==> src/rtl/fp_addr_gen.sv <==
module fp_addr_gen #(
  parameter int BASE_W = 16,
  parameter int OFS_W  = 8
) (
  input  logic              clk,
  input  logic              rst_n,
  input  logic              reg_wr_en,
  input  logic              reg_sel,
  input  logic [BASE_W-1:0] reg_wdata,
  output logic [BASE_W-1:0] reg_rdata,
  input  logic              acc_valid,
  input  logic              acc_write,
  input  logic [1:0]        acc_mod,
  output logic [BASE_W-1:0] acc_addr
);

  localparam int PAD_W = BASE_W - OFS_W;

  logic [BASE_W-1:0] base_q;
  logic [OFS_W-1:0]  ofs_q;
  logic [OFS_W-1:0]  ofs_step;
  logic [OFS_W-1:0]  ofs_use;
  logic              step_on;
  logic              base_wr;
  logic              ofs_wr;

  assign base_wr = reg_wr_en && !reg_sel;
  assign ofs_wr  = reg_wr_en && reg_sel;

  always_comb begin
    unique case (acc_mod)
      2'b01:   ofs_step = ofs_q + 1'b1;
      2'b10:   ofs_step = ofs_q - 1'b1;
      default: ofs_step = ofs_q;
    endcase
  end

  assign step_on   = acc_valid && (acc_mod == 2'b01 || acc_mod == 2'b10);
  assign ofs_use   = acc_write ? ofs_step : ofs_q;
  assign acc_addr  = base_q + {{PAD_W{1'b0}}, ofs_use};
  assign reg_rdata = reg_sel ? {{PAD_W{1'b0}}, ofs_q} : base_q;

  always_ff @(posedge clk or negedge rst_n) begin
    if (!rst_n) begin
      base_q <= '0;
    end else if (base_wr) begin
      base_q <= reg_wdata;
    end
  end

  always_ff @(posedge clk or negedge rst_n) begin
    if (!rst_n) begin
      ofs_q <= '0;
    end else if (ofs_wr) begin
      ofs_q <= reg_wdata[OFS_W-1:0];
    end else if (step_on) begin
      ofs_q <= ofs_step;
    end
  end

  AST_POST_STEP: assert property (@(posedge clk) disable iff (!rst_n)
    (acc_valid && !acc_write && !ofs_wr && acc_mod == 2'b01) |=> (ofs_q == $past(ofs_q) + 1'b1));

  AST_PRE_STEP_MATCH: assert property (@(posedge clk) disable iff (!rst_n)
    (acc_valid && acc_write && !ofs_wr && !base_wr) |=> (base_q + {{PAD_W{1'b0}}, ofs_q} == $past(acc_addr)));

  AST_BASE_UNTOUCHED: assert property (@(posedge clk) disable iff (!rst_n)
    (acc_valid && !base_wr) |=> $stable(base_q));

  AST_WRAP_UP: assert property (@(posedge clk) disable iff (!rst_n)
    (acc_valid && !ofs_wr && acc_mod == 2'b01 && ofs_q == {OFS_W{1'b1}}) |=> (ofs_q == '0));

  AST_NO_MOD_HOLD: assert property (@(posedge clk) disable iff (!rst_n)
    (acc_valid && !ofs_wr && (acc_mod == 2'b00 || acc_mod == 2'b11)) |=> $stable(ofs_q));

  AST_WRITE_WINS: assert property (@(posedge clk) disable iff (!rst_n)
    ofs_wr |=> (ofs_q == $past(reg_wdata[OFS_W-1:0])));

  AST_IDLE_HOLD: assert property (@(posedge clk) disable iff (!rst_n)
    (!acc_valid && !ofs_wr) |=> $stable(ofs_q));

endmodule

==> config.mk <==
export PLATFORM = sky130hd
export DESIGN_NAME = fp_addr_gen
export DESIGN_NICKNAME = d
export VERILOG_FILES = /design/src/rtl/fp_addr_gen.sv
export SDC_FILE = /design/constraint.sdc
export NUM_CORES = 1
export LEC_CHECK = 0
export BUFFER_PORTS_ARGS = -buffer_cell sky130_fd_sc_hd__clkbuf_2
export CAP_MARGIN = 20
export CORE_UTILIZATION = 53
export DETAILED_ROUTE_END_ITERATION = 8
export GPL_TIMING_DRIVEN = 1
export MAX_ROUTING_LAYER = met4
export PLACE_DENSITY_LB_ADDON = 0.2
export SYNTH_ARGS = -nofsm -noshare
export SYNTH_HDL_FRONTEND = slang
export SYNTH_SLANG_ARGS = --single-unit
==> constraint.sdc <==
create_clock -name clk -period 3.9 [get_ports clk]
set_clock_uncertainty 0.05 [all_clocks]
set_input_delay 0 -clock clk [delete_from_list [all_inputs] [get_ports clk]]
set_output_delay 0 -clock clk [all_outputs]
set_load 0.05 [all_outputs]
==> run metrics <==
post-DP HPWL=3340 um; global-route wire length before repair=8160 um; Area after DPL=2360 um2; Area Growth Syn to Fin=30.2%; Fin. Hold Viols=0; Port Buffer Count=55; RR Endpoint=ofs_q[6]; YS warnings=0; router iterations before antenna repair=4; CP Class=reg2out; crit-path max FO=4; Setup crit start kind=register; Netlist cell types=48; layout cell share with drive strength beyond 1=31.5%; top cell type's share of synthesized area=29.5%; cell row count=22; largest net degree at the start of global routing=25; Max IR drop VDD=512 uV; Synth Area per Inst=9.34 um2; crit path from=ofs_q[1]; vias per inst=5.53; Placer Congestion=0.889; Least-Margin Pin Slew=0.708 ns; largest family of logic cells by synthesized area=simple AND/OR/NAND/NOR gates; Leak=1.20 nW; Register-to-Register Path Depth=8; proportion of synthesized area in mux cells=14.3%; #FFs+latches synth=24; All-Layer GR Usage=26.4%; core area=3660 um2; vias in the first global route=1753; IO Count=56; Die Ht=64.0 um; outcome=completed; Initial DRC Count=99; area share of fa/ha/maj cells after synthesis=8.35%; f_max=272 MHz; ys async rst share=100%; drt wl/cell=14.8 um; routed wire length=4940 um; XOR/XNOR share of the synthesized area=13.8%; cell taking the most area after synthesis=dfrtp_1; Max Root-Sink Buffers=2; setup repair bufs after CTS=0; PD cells=708 nW/um2; root buffer cell=clkbuf_8; fin cells=334; cts bufs inserted=3; Syn Inst Count=218; Final Util=72.4%; Final period util=94.3%; Worst slew margin=52.7%; EDFF count, synth=0; Fin Setup TNS=0 ns; max-cap violations=0; Synth Flop Type=dfrtp_1; # nets final=324; Critical Path RT=3.85 ns; syn_nets=255; sequential fraction of the synthesis area=29.5%; mapped cell area=2040 um2; CTS tree=yes; Die X=64.0 um; via count=1847; Worst-path clk slew=0.09 ns; total grt overflow=0; Final setup viols=0; dpl cells=313; clock sink total=24; ANT cells=0; Slew Limit Fails=0; R2R Path Start=ofs_q[1]; DRC errors left=0; post-route cell area=2650 um2; Compound-Gate Fraction of Synth Area=12.2%; initial core utilization=55.6%; Setup crit end kind=output pin; Hold Crit Class=in2reg; Clock Latency Late Sink=0.27 ns; Synth area leaders=dfrtp_1 (29%), mux2_2 (8.3%), xnor2_1 (7.7%), ha_1 (7.4%), xor2_1 (6.0%); fin crit period=3.68 ns; Die ar.=4100 um2; Detail Route Antenna Nets=0; CTS H-Tree Depth=1; Synth Area in Simple Gates=17.6%; WP data arrival=3.63 ns; Critical Path End=acc_addr[7]; initial antenna violation count=0; reg2reg setup slack=1.64 ns
-- kinds of logic (layout without fill, tap and decap cells) --
group	after synthesis	count (layout)
AO/OA/AOI/OAI	38	38
XOR/XNOR	32	32
adder cells (fa/ha/maj)	13	13
buffers and inverters	20	88
flip-flops	24	24
multiplexers	26	26
AND/OR/NAND/NOR	65	65
-- where the power goes --
part | switching [mW] | total (mW) | internal, mW
Combinational | 0.878 | 1.28 | 0.401
Clock | 0.0865 | 0.224 | 0.137
Sequential | 0.0756 | 0.373 | 0.298
Total | 1.04 | 1.88 | 0.837
-- sequential cells by signal (all words and copies together), names as in the netlist --
signal / flops
base_q: 16
ofs_q: 8
-- worst min-delay path by stage --
stage                         start  cells past startpoint        end  slack [ns]
after floorplan               rst_n                      0  base_q[0]       -0.35
after global placement        rst_n                      1   ofs_q[4]       -0.01
after detailed placement      rst_n                      1   ofs_q[4]     -0.0007
after CTS                 acc_valid                      5   ofs_q[4]        0.11
after global routing      acc_valid                      5   ofs_q[4]        0.15
final                     acc_valid                      5   ofs_q[4]        0.11
-- per-stage QoR --
step,power (mW),hold WS (ns),setup slack (ns)
floorplan,1.35,-0.346,0.0173
global placement,1.59,-0.00979,0.393
detailed placement,1.60,-0.000700,0.348
CTS,1.85,0.110,0.00373
global route,1.98,0.151,-0.00264
finish,1.88,0.114,0.222
-- Yosys cell counts (2+ instances only) --
cell,count
and4b_1,2
o21ai_0,3
xor2_1,14
buf_2,3
inv_1,5
ha_1,12
a21oi_1,7
clkbuf_1,9
nor4_1,2
buf_1,2
mux2_2,15
o21ai_1,11
xnor2_1,18
a31oi_1,3
o211ai_1,2
nor3b_1,3
nor2b_1,12
nor3_1,3
nand2_1,21
nor2_1,8
nand3_1,4
dfrtp_1,24
mux2_1,10
-- worst max-delay path, stage by stage (launching register included) --
cell and delay, ns:
dfrtp_1 0.39, xor2_1 0.15, ha_1 0.22, and4b_1 0.24, a2111oi_4 0.40, xor2_2 0.13
nor3b_2 0.22, xor2_1 0.18, ha_1 0.29, inv_1 0.11, nor2_1 0.07, a311oi_2 0.26
buf_4 0.18, o21ai_1 0.07, xor2_1 0.14, clkbuf_2 0.30
-- layer usage --
metal / part of all wire [%] / global-route usage, %
met4: 1.1 / 5.40
met5: 0 / -
met3: 4.2 / 3.75
met2: 48 / 43.5
met1: 46 / 34.5
-- cell usage in the layout, fill, tap and decap left out, types with 8 or more instances in the layout --
master	Yosys	routed
clkbuf_2	0	53
dfrtp_1	24	24
nand2_1	21	21
xnor2_1	18	18
dlygate4sd3_1	0	17
mux2_2	15	15
xor2_1	14	13
nor2b_1	12	12
ha_1	12	12
o21ai_1	11	10
mux2_1	10	10
buf_4	0	9
nor2_1	8	8
-- area by class of cell --
type / instances / area [um2]
clock buffer: 3 / 41.3
clock inverter: 1 / 30.0
fill: 290 / 1010
inverter: 5 / 18.8
multi-input combinational: 174 / 1400
sequential: 24 / 601
tap: 48 / 60.1
timing repair buffer: 79 / 503
-- timing repair --
| action | CTS | global route |
|---|---|---|
| resized for setup | 0 | 13 |
| endpoints found under the setup margin | 0 | 10 |
| hold buffers | 17 | 0 |
| endpoints found under the hold margin | 48 | 0 |
Power figures use the tool's default switching activity.
